**src/rtl/cmon_pkg.sv**
```systemverilog
package cmon_pkg;
  localparam int NUM_CNT = 5;
  localparam int IDX_W = 3;
  localparam int RETIRE_LANES = 2;
  localparam int ADD_W = $clog2(RETIRE_LANES + 1);

  typedef enum logic [1:0] {
    SLP_AWAKE = 2'b00,
    SLP_HALT  = 2'b01,
    SLP_LIGHT = 2'b10,
    SLP_DEEP  = 2'b11
  } sleepLvl_e;

  localparam int IDX_BUSY0 = 0;
  localparam int IDX_BUSY1 = 1;
  localparam int IDX_AWAKE = 2;
  localparam int IDX_TSC   = 3;
  localparam int IDX_MISS  = 4;

  typedef struct packed {
    logic [NUM_CNT-1:0] incEn;
    logic [NUM_CNT-1:0] ldEn;
    logic [ADD_W-1:0]   missAdd;
  } cmonStrobe_t;
endpackage

```
**src/rtl/cmon_ctrl.sv**
```systemverilog
module cmon_ctrl
  import cmon_pkg::*;
(
  input  logic                    dualThread,
  input  logic [1:0]              threadHalted,
  input  logic [1:0]              threadPowerSave,
  input  logic [1:0]              sleepLevel,
  input  logic [RETIRE_LANES-1:0] retireValid,
  input  logic [RETIRE_LANES-1:0] retireMiss,
  input  logic                    wrEn,
  input  logic [IDX_W-1:0]        wrSel,
  output cmonStrobe_t             strobe,
  output logic                    monitorOff
);
  sleepLvl_e slp;
  logic t0Busy, t1Busy, corePs;
  logic [ADD_W-1:0] missCnt;

  assign slp = sleepLvl_e'(sleepLevel);

  // thread 1 is masked out entirely in single-thread mode
  assign t0Busy = ~threadHalted[0] & ~threadPowerSave[0];
  assign t1Busy = dualThread & ~threadHalted[1] & ~threadPowerSave[1];
  assign corePs = dualThread ? (threadPowerSave[0] & threadPowerSave[1])
                             : threadPowerSave[0];
  assign monitorOff = dualThread ? (threadHalted[0] & threadHalted[1])
                                 : threadHalted[0];

  always_comb begin
    missCnt = '0;
    for (int l = 0; l < RETIRE_LANES; l++)
      missCnt = missCnt + ADD_W'(retireValid[l] & retireMiss[l]);
  end

  always_comb begin
    strobe = '0;
    strobe.incEn[IDX_BUSY0] = t0Busy;
    strobe.incEn[IDX_BUSY1] = t1Busy;
    strobe.incEn[IDX_AWAKE] = (slp == SLP_AWAKE) & ~corePs;
    strobe.incEn[IDX_TSC]   = (slp != SLP_DEEP);
    strobe.incEn[IDX_MISS]  = |missCnt;
    strobe.missAdd          = missCnt;
    for (int i = 0; i < NUM_CNT; i++)
      strobe.ldEn[i] = wrEn & (wrSel == IDX_W'(i));
  end

  always_comb begin
    a_ld_onehot_r8: assert ($onehot0(strobe.ldEn));
  end
endmodule

```
**src/rtl/cmon_counter.sv**
```systemverilog
module cmon_counter #(
  parameter int W = 64,
  parameter int STEP_W = 2
) (
  input  logic              clk,
  input  logic              rst,
  input  logic              ld,
  input  logic [W-1:0]      ldVal,
  input  logic [STEP_W-1:0] step,
  output logic [W-1:0]      value
);
  always_ff @(posedge clk) begin
    if (rst)      value <= '0;
    else if (ld)  value <= ldVal;
    else          value <= value + W'(step);
  end

  p_step_wrap_r7: assert property (@(posedge clk) disable iff (rst)
    !ld |=> value == $past(value) + W'($past(step)));
  p_load_wins_r8: assert property (@(posedge clk) disable iff (rst)
    ld |=> value == $past(ldVal));
  p_reset_clear_r10: assert property (@(posedge clk)
    rst |=> value == '0);
endmodule

```
**src/rtl/cmon_datapath.sv**
```systemverilog
module cmon_datapath
  import cmon_pkg::*;
#(
  parameter int W = 64
) (
  input  logic                    clk,
  input  logic                    rst,
  input  cmonStrobe_t             strobe,
  input  logic [W-1:0]            wrData,
  input  logic [IDX_W-1:0]        rdSel,
  output logic [W-1:0]            rdData,
  output logic [NUM_CNT-1:0][W-1:0] cntAll
);
  for (genvar i = 0; i < NUM_CNT; i++) begin : g_cnt
    logic [ADD_W-1:0] stepVal;
    if (i == IDX_MISS) begin : g_multi
      assign stepVal = strobe.missAdd;
    end else begin : g_single
      assign stepVal = ADD_W'(strobe.incEn[i]);
    end
    cmon_counter #(.W(W), .STEP_W(ADD_W)) u_cnt (
      .clk  (clk),
      .rst  (rst),
      .ld   (strobe.ldEn[i]),
      .ldVal(wrData),
      .step (stepVal),
      .value(cntAll[i])
    );
  end

  always_comb begin
    rdData = '0;
    for (int i = 0; i < NUM_CNT; i++)
      if (rdSel == IDX_W'(i)) rdData = cntAll[i];
  end

  p_miss_bound_r5: assert property (@(posedge clk) disable iff (rst)
    !strobe.ldEn[IDX_MISS] |=>
      (cntAll[IDX_MISS] - $past(cntAll[IDX_MISS])) <= W'(RETIRE_LANES));
endmodule

```
**src/rtl/cyc_gate_counters.sv**
```systemverilog
module cyc_gate_counters
  import cmon_pkg::*;
#(
  parameter int CNT_W = 64
) (
  input  logic             clk,
  input  logic             rst,
  input  logic             dualThread,
  input  logic [1:0]       threadHalted,
  input  logic [1:0]       threadPowerSave,
  input  logic [1:0]       sleepLevel,
  input  logic [1:0]       retireValid,
  input  logic [1:0]       retireMiss,
  input  logic             wrEn,
  input  logic [2:0]       wrSel,
  input  logic [CNT_W-1:0] wrData,
  input  logic [2:0]       rdSel,
  output logic [CNT_W-1:0] rdData,
  output logic             monitorOff
);
  cmonStrobe_t strobe;
  logic [NUM_CNT-1:0][CNT_W-1:0] cntAll;

  cmon_ctrl u_ctrl (
    .dualThread     (dualThread),
    .threadHalted   (threadHalted),
    .threadPowerSave(threadPowerSave),
    .sleepLevel     (sleepLevel),
    .retireValid    (retireValid),
    .retireMiss     (retireMiss),
    .wrEn           (wrEn),
    .wrSel          (wrSel),
    .strobe         (strobe),
    .monitorOff     (monitorOff)
  );

  cmon_datapath #(.W(CNT_W)) u_dp (
    .clk   (clk),
    .rst   (rst),
    .strobe(strobe),
    .wrData(wrData),
    .rdSel (rdSel),
    .rdData(rdData),
    .cntAll(cntAll)
  );

  p_tsc_deep_hold_r4: assert property (@(posedge clk) disable iff (rst)
    (sleepLevel == 2'b11 && !(wrEn && wrSel == 3'd3))
      |=> cntAll[IDX_TSC] == $past(cntAll[IDX_TSC]));
  p_tsc_light_run_r4: assert property (@(posedge clk) disable iff (rst)
    (sleepLevel != 2'b11 && !(wrEn && wrSel == 3'd3))
      |=> cntAll[IDX_TSC] == $past(cntAll[IDX_TSC]) + 1'b1);
  p_busy1_single_r2: assert property (@(posedge clk) disable iff (rst)
    (!dualThread && !(wrEn && wrSel == 3'd1)) |=> $stable(cntAll[IDX_BUSY1]));
  p_awake_sleep_r3: assert property (@(posedge clk) disable iff (rst)
    (sleepLevel != 2'b00 && !(wrEn && wrSel == 3'd2)) |=> $stable(cntAll[IDX_AWAKE]));
  p_monoff_both_r6: assert property (@(posedge clk) disable iff (rst)
    (dualThread && !(threadHalted[0] && threadHalted[1])) |-> !monitorOff);
endmodule

```
**config.mk**
```make
export PLATFORM = sky130hd
export DESIGN_NAME = cyc_gate_counters
export DESIGN_NICKNAME = d
export VERILOG_FILES = /design/src/rtl/cmon_pkg.sv /design/src/rtl/cmon_ctrl.sv /design/src/rtl/cmon_counter.sv /design/src/rtl/cmon_datapath.sv /design/src/rtl/cyc_gate_counters.sv
export SDC_FILE = /design/constraint.sdc
export NUM_CORES = 1
export LEC_CHECK = 0
export BUFFER_PORTS_ARGS = -buffer_cell sky130_fd_sc_hd__buf_2
export CAP_MARGIN = 40
export CORE_MARGIN = 2
export CORE_UTILIZATION = 40
export DETAILED_ROUTE_END_ITERATION = 16
export GPL_ROUTABILITY_DRIVEN = 0
export PLACE_DENSITY = 0.61
export SETUP_SLACK_MARGIN = 0.5
export SLEW_MARGIN = 0
export SYNTH_ARGS = -nofsm -noshare
export SYNTH_HDL_FRONTEND = slang
export SYNTH_SLANG_ARGS = --single-unit
```
**constraint.sdc**
```tcl
create_clock -name clk -period 3.9 [get_ports clk]
set_input_delay 0.585 -clock clk [delete_from_list [all_inputs] [get_ports clk]]
set_output_delay 0.585 -clock clk [all_outputs]
set_load 0.01 [all_outputs]
```
# Word level (Yosys, flattened, before mapping)
# Cells that the tools add are included.
# Widths: inputs -> output; s select.
# classes
n_addsub,6
eq_ne,9
n_mux,12
bitwise,18
n_reduce_logical,3
# ops
operator,n
$mux 64,10
$add 64x1->64,4
$add 64x2->64,1
$and 1x1->1,13
$eq 3x2->1 const B,4
$eq 3x1->1 const B,2
$eq 3x3->1 const B,2
$logic_not 3->1,2
$not 1->1,5
$add 2x2->2,1
$logic_not 2->1,1
$mux 1,2
$ne 2x2->1 const B,1
# totals
regBits,320
in_bits,84
output_inout_bits,65
word_cells,53

# Depth between registers and ports, before layout
# Gate-level depths: netlist of run 1.
# logic_depth
word_depth,6
depth_mapped,11

# Cells and area by module
# A second synthesis of run 1 with hierarchy kept.
# hier_totals
cells_unflattened,2726
area_unflattened_um2,21667.0
# modules_own_cells
mod,n_inst,cells_per_inst,area_per_inst_um2
cmon_counter,5,466,3781.1
cmon_datapath,1,374,2601.2
cmon_ctrl,1,22,160.2

# Worst setup path before layout of run 1
# OpenSTA, ideal clock, no wires.
# synth_timing
path_kind,in2reg
startpoint,input retireValid[1]
endpoint,register u_dp.g_cnt[4].u_cnt.value[44]
t_arrival_ps,3235
required_time_ps,3809
slack_ps,574
stages,11
path_buffers,1
cell_sequence,and2_1 ha_1 ha_1 inv_1 fa_1 nand4b_1 nor3_1 clkbuf_1 nand2_1 or4_1 a311oi_1
# synth_between
elab_chain_len,4
# synth_lines
element,line_no,rtl
"start, declared",cyc_gate_counters.sv:12,"input logic [1:0] retireValid,"
$and 1x1->1,cmon_ctrl.sv:32,missCnt = missCnt + ADD_W'(retireValid[l] & retireMiss[l]);
$add 2x2->2,cmon_ctrl.sv:32,
$add 64x2->64,cmon_counter.sv:15,else value <= value + W'(step);
$mux 64,cmon_counter.sv:14,else if (ld) value <= ldVal;
"end signal, assigned",cmon_counter.sv:14,
"end signal, assigned",cmon_counter.sv:15,
"end, declared",cmon_counter.sv:10,output logic [W-1:0] value
# No other way between the ends.
# A chain may end at the register's enable or synchronous reset.

# Final worst setup path of run 1
# layout_timing
startpoint,input retireValid[1]
endpoint,register u_dp.g_cnt[4].u_cnt.value[58]
# Same word-level chain as after synthesis.

==> flow_summary_export.csv, run 1 <==
group,metric,value,unit
logic_synthesis,synth.cell_area,0.0205,sq mm
route,vias,21200,
logic_synthesis,yosysSeqAreaShare,31.2,%
setup_path,path_cells,"buf_2 > and2_1 > ha_1 > ha_1 > inv_1 > fa_1 > nand4b_1 > nor3_2 > buf_4 > nand3_1 > or4_1 > a311oi_1",
setup_path,critPathSlowestCell,"or4_1",
setup_path,worst-path-buf-inv,3,
clock_network,cts_hold_buf,0,
layout,drive_gt1_share,13.7,%
logic_synthesis,synth_edf_count,0,
timing,slew_viol_final,0,
grt,antenna_found_initial,1,
timing,setup_slack,0.727,ns
clock_network,cts_setup_buffers,0,
run_status,status,"complete, no violations",
pwr,p_leak,7.34,nW
clock_network,cts_max_path_buffers,3,
logic_synthesis,avgSynthCellArea,7.93,sq um
logic_synthesis,yosysTopAreaCell,"dfxtp_1",
timing,setup_viol,0,
layout,final_area,0.0233,sq mm
die,dieArea,0.0531,sq mm
pwr,intPower,5.78,mW
clock_network,root_buffer,"clkbuf_16",
grt,grt_overflow,0,
setup_path,setup.worst_path.end_class,"flip-flop",
place,portBuffers,148,
layout,layoutNonFillerInstCount,3357,
layout,areaGrowthSynthToFinish,13.6,%
clock_network,cts_tree,"built",
logic_synthesis,yosysMostFrequentCell,"dfxtp_1",
clock_network,clock_latency,0.57,ns
pwr,p_seq_share,45.2,%
route,wl_per_cell,23.0,um
timing,period_minus_slack,3.17,ns
pwr,p_clk_share,45.3,%
timing,whs,0.323,ns
logic_synthesis,synth_area_leaders,"dfxtp_1 (31%), mux4_2 (6.9%), a211oi_1 (5.5%), nor2_1 (5.5%), o21ai_0 (4.3%)",
layout,final_util,46.2,%
grt,grt_max_degree,127,
setup_path,crit_fanout,13,
route,routed_via_density,6.32,
setup_path,cp_common_cell,"ha_1",
logic_synthesis,yosys-top-cells-count,"dfxtp_1 (320), nor2_1 (298), nand2_1 (221)",
pwr,peakVddDrop,0.266,mV
setup_path,cp.arrival,3.64,ns
logic_synthesis,synthArstFlopShare,0,%
layout,largest_reg_flops,320,
pwr,p_sw_share,27.3,%
place,place_inst,3288,
clock_network,cts-resized-gates,0,
timing,setup_tns,0,ns
grt,grt_pass1_vias,19600,
place,place_area,0.0221,sq mm
die,dieHeight,230,um
logic_synthesis,syn_inst,2587,
place,post-place-ws,0.158,ns
layout,num-fill-cells,4945,
clock_network,cts_buffers,40,
route,drtAntennaViolNets,0,
layout,multi_input_area,0.0131,sq mm
pwr,power_switching,2.17,mW
place,dpl.hpwl,55.8,mm
logic_synthesis,synth_top_cell_area_share,31.2,%
die,io_pins,149,
route,drt_first_pass_iters,5,
logic_synthesis,ys.flop_type,"dfxtp_1",
job,max_cap_violations,0,
setup_path,critPathLaunchType,"input pin",
timing,rsz0062_at_grt,"no",
logic_synthesis,ys_seq_elements,320,
layout,layout.nets,2755,
timing,fmax,315,MHz
worst_hold_path,hp-class,"input pin to flip-flop",
layout,top_regs,"u_dp.g_cnt.u_cnt.value: 320 flops",
logic_synthesis,ys_warn_count,0,
timing,skew,0.0230,ns
clock_network,clkTransAtPathRegs,0.06,ns
pwr,p_comb_share,9.5,%
layout,layout.area.seq,0.00641,sq mm
setup_path,cp_top_family,"simple AND/OR/NAND/NOR gates",
setup_path,required,4.36,ns
clock_network,cts_sinks,320,
setup_path,crit_path_max_incr_delay,0.49,ns
pwr,p_total,7.95,mW
timing,min_period_over_period,81.4,%
clock_network,htree_levels,2,
die,core-area,0.0504,sq mm
timing,worst_pin_slew,0.865,ns
grt,grt_pass1_wl,117,mm
logic_synthesis,syn_nets,2684,
timing,hold_violations,0,
pwr,p_per_area,341,mW/mm^2
route,finalWirelength,77.3,mm
grt,grt_util_all_layers,28.3,%
logic_synthesis,synth.distinct_cells,64,
die,die_x,230,um
layout,n_antenna_cell,0,
route,first_iter_violations,2185,
die,rows,82,
setup_path,critPathKind,"input pin to flip-flop",
timing,slew_headroom,42.3,%
route,drcViolationCount,0,
layout,top_register,"u_dp.g_cnt.u_cnt.value",
die,start_util,40.7,%
final timing paths:
check | startpoint | endpoint | slack [ns] | cells after the start
hold / removal | wrData[0] | u_dp.g_cnt[3].u_cnt.value[0] | 0.32 | 3
setup reg to reg | u_dp.g_cnt[4].u_cnt.value[0] | u_dp.g_cnt[4].u_cnt.value[58] | 0.92 | 9
hold reg to reg | u_dp.g_cnt[1].u_cnt.value[41] | u_dp.g_cnt[1].u_cnt.value[41] | 0.52 | 2
setup / recovery | retireValid[1] | u_dp.g_cnt[4].u_cnt.value[58] | 0.73 | 12
power by group through the flow:
stage | logic (mW) | registers, mW | clock network, mW
2_1_floorplan | 0.468 | 3.58 | 0
3_3_place_gp | 0.729 | 3.65 | 0
3_5_place_dp | 0.745 | 3.65 | 0
4_1_cts | 0.749 | 3.58 | 3.64
5_1_grt | 0.822 | 3.61 | 3.77
6_report | 0.758 | 3.59 | 3.60
area by class of cell:
cell class | count | area share (%)
multi-input combinational | 1976 | 56.0
sequential | 320 | 27.5
timing repair buffer | 216 | 5.95
clock buffer | 65 | 5.13
tap | 672 | 3.61
inverter | 104 | 1.68
clock inverter | 4 | 0.102
metal layers:
metal | share of wire, % | up-vias | global-route usage [%]
li1 | - | 9885 | -
met1 | 42 | 10100 | 38.6
met2 | 44 | 1047 | 43.9
met3 | 10 | 172 | 5.79
met4 | 3.6 | 0 | 10.6
met5 | 0 | - | 0
tightest hold or removal path, cell delays in order:
cell and delay [ns]:
buf_2 0.13, nand2_1 0.06, a21oi_1 0.05
placed cells by master, fill, tap and decap left out, drive strengths merged, types with 66 or more instances in the layout:
cell type and count:
o21ai 176, nor4 88, inv 104, dfxtp 320, xor2 86, a311oi 78, nand3 134, buf 214
nand4 112, clkbuf 66, nor2 298, xnor2 81, a211oi 150, nor3 66, nand2 221
logic make-up (layout without fill, tap and decap cells):
logic type	after synthesis	in the layout	synth area share, %
simple gates	1170	1170	29.9
buf+inv	291	389	5.41
flops	320	320	31.2
mux	69	69	7.29
compound gates	557	557	18.2
fa+ha+maj	13	13	0.830
xor+xnor	167	167	7.13
Power figures use the tool's default switching activity.
==> inputs of run 2 (changes only) <==
Clock period 3.9 ns to 3.2 ns, I/O delays scaled along.
==> run 2 against run 1 <==
  * Total power rose by 24%
  * Largest cell class unchanged
  * Die area unchanged
  * Flip-flop and latch count stayed put
  * Critical path type is now input pin to output pin
  * Clock-buffer cell count shrank 7
  * Critical endpoint is now rdData[32]
  * Largest power group unchanged
  * Wire length rose by 0.75%
  * Global-route usage rose by 0.30 points
  * Cell count rose by 1.3%
  * First-iteration DRC count fell by 4.9%
  * Sequential share of layout area is 0.57 points lower
  * Combinational power up 22%
  * Clock power increased by 26%
==> flow_summary_export.csv, run 2 (synthesis results as in run 1) <==
group,metric,value,unit
pwr,peakVddDrop,0.292,mV
setup_path,reg2reg_slack,0.60,ns
die,die_x,230,um
die,rows,82,
timing,skew,0.0205,ns
die,core-area,0.0504,sq mm
clock_network,cts_max_path_buffers,3,
setup_path,required,2.72,ns
pwr,p_per_area,413,mW/mm^2
layout,multi_input_area,0.0132,sq mm
grt,antenna_found_initial,1,
route,vias,21400,
layout,areaGrowthSynthToFinish,16.0,%
timing,hold_violations,0,
setup_path,critPathCapture,"rdData[32]",
die,dieHeight,230,um
setup_path,reg2reg_depth,7,
worst_hold_path,min_from,"wrData[0]",
setup_path,critPathKind,"input pin to output pin",
setup_path,setup.worst_path.end_class,"output pin",
clock_network,clkTransAtPathRegs,0.06,ns
route,drt_first_pass_iters,7,
job,max_cap_violations,0,
clock_network,cts_tree,"built",
timing,whs,0.219,ns
setup_path,crit_fanout,28,
layout,final_cell_mix,"dfxtp_1 (320), nor2_1 (298), nand2_1 (218), o21ai_0 (176), a211oi_1 (149)",
timing,fmax,384,MHz
layout,layoutNonFillerInstCount,3400,
timing,slew_viol_final,0,
clock_network,root_buffer,"clkbuf_16",
setup_path,cp.arrival,2.12,ns
run_status,status,"complete, no violations",
grt,grt_pass1_wl,119,mm
grt,grt_util_all_layers,28.6,%
route,first_iter_violations,2079,
route,drtAntennaViolNets,0,
route,finalWirelength,77.8,mm
worst_hold_path,hold_path_depth,3,
setup_path,critPathLaunchType,"input pin",
clock_network,cts_sinks,320,
place,place_inst,3327,
die,io_pins,149,
timing,slew_headroom,41.1,%
layout,layout.nets,2798,
clock_network,clock_latency,0.57,ns
layout,num-fill-cells,4953,
layout,drive_gt1_share,15.9,%
timing,setup_viol,0,
route,routed_via_density,6.31,
layout,largest_reg_flops,320,
timing,rsz0062_at_grt,"yes",
timing,min_period_over_period,81.3,%
place,portBuffers,148,
pwr,p_total,9.82,mW
route,wl_per_cell,22.9,um
grt,grt_max_degree,128,
route,drcViolationCount,0,
timing,worst_pin_slew,0.883,ns
layout,top_regs,"u_dp.g_cnt.u_cnt.value: 320 flops",
timing,period_minus_slack,2.60,ns
worst_hold_path,hp-class,"input pin to flip-flop",
die,dieArea,0.0531,sq mm
clock_network,htree_levels,2,
layout,layout_commonest_cell,"dfxtp_1",
layout,layout.area.seq,0.00641,sq mm
layout,n_antenna_cell,0,
layout,top_register,"u_dp.g_cnt.u_cnt.value",
grt,grt_overflow,0,
grt,grt_pass1_vias,19800,
pwr,p_leak,7.64,nW
clock_network,cts_buffers,40,
place,dpl.hpwl,56.4,mm
setup_path,crit_start,"rdSel[0]",
die,start_util,40.7,%
setup_path,regToRegStartpoint,"u_dp.g_cnt[4].u_cnt.value[8]",
layout,final_util,47.2,%
setup_path,reg2reg_to,"u_dp.g_cnt[4].u_cnt.value[47]",
timing,setup_tns,0,ns
[run 2: changes by cell type in the layout (fill, tap and decap cells not counted), sizes merged]
cell	previous run	this run
bufinv	0	1
clkinv	4	8
buf	214	256
clkinvlp	0	2
clkbuf	66	61
clkdlybuf4s18	1	0
[run 2: critical path, cell delays in order]
cell	delay (ns)
buf_6	0.38
buf_12	0.27
mux4_2	0.56
inv_1	0.09
o21ai_0	0.11
buf_2	0.20
[run 2: routing by layer]
layer  track usage, %  routed length [um]  part of all wire, %  up-vias
met5                0                   0                    0        -
met4             9.23                2150                  2.8        0
met3             5.22                8060                   10      125
met2             44.2               34400                   44     1040
met1             40.2               33200                   43    10300
li1                 -                   -                    -     9984
[run 2: worst min-delay path by stage]
stage	endpoint	slack, ns
after floorplan	u_dp.g_cnt[0].u_cnt.value[63]	0.47
after global placement	u_dp.g_cnt[0].u_cnt.value[63]	0.50
after detailed placement	u_dp.g_cnt[1].u_cnt.value[41]	0.51
after CTS	u_dp.g_cnt[1].u_cnt.value[0]	0.20
after global routing	u_dp.g_cnt[2].u_cnt.value[1]	0.23
final	u_dp.g_cnt[3].u_cnt.value[0]	0.22
[run 2: report_power, final]
group          switching, mW  internal [mW]
clock network           1.87           2.65
registers              0.234           4.14
logic                  0.561          0.366
[run 2: layout make-up]
cell class	count	share of cell area [%]
Clock inverter	11	0.358
Sequential cell	320	26.9
Clock buffer	58	5.00
Tap cell	672	3.53
Inverter	104	1.64
Multi-Input combinational cell	1976	55.3
Timing Repair Buffer	259	7.25
[run 2: repair_timing]
action	CTS	global route
pin swaps	0	4
resized for setup	1	8
hold buffers	0	0
endpoints found under the setup margin	22	23
buffers inserted	0	3
cloned	0	1
[run 2: stage by stage]
| stage | area, sq um | setup WS [ns] |
|---|---|---|
| 2_1_floorplan | 20600 | 0.245 |
| 3_3_place_gp | 22400 | 0.0450 |
| 3_5_place_dp | 22400 | -0.0476 |
| 4_1_cts | 23700 | 0.536 |
| 5_1_grt | 23800 | 0.443 |
| 6_report | 23800 | 0.599 |
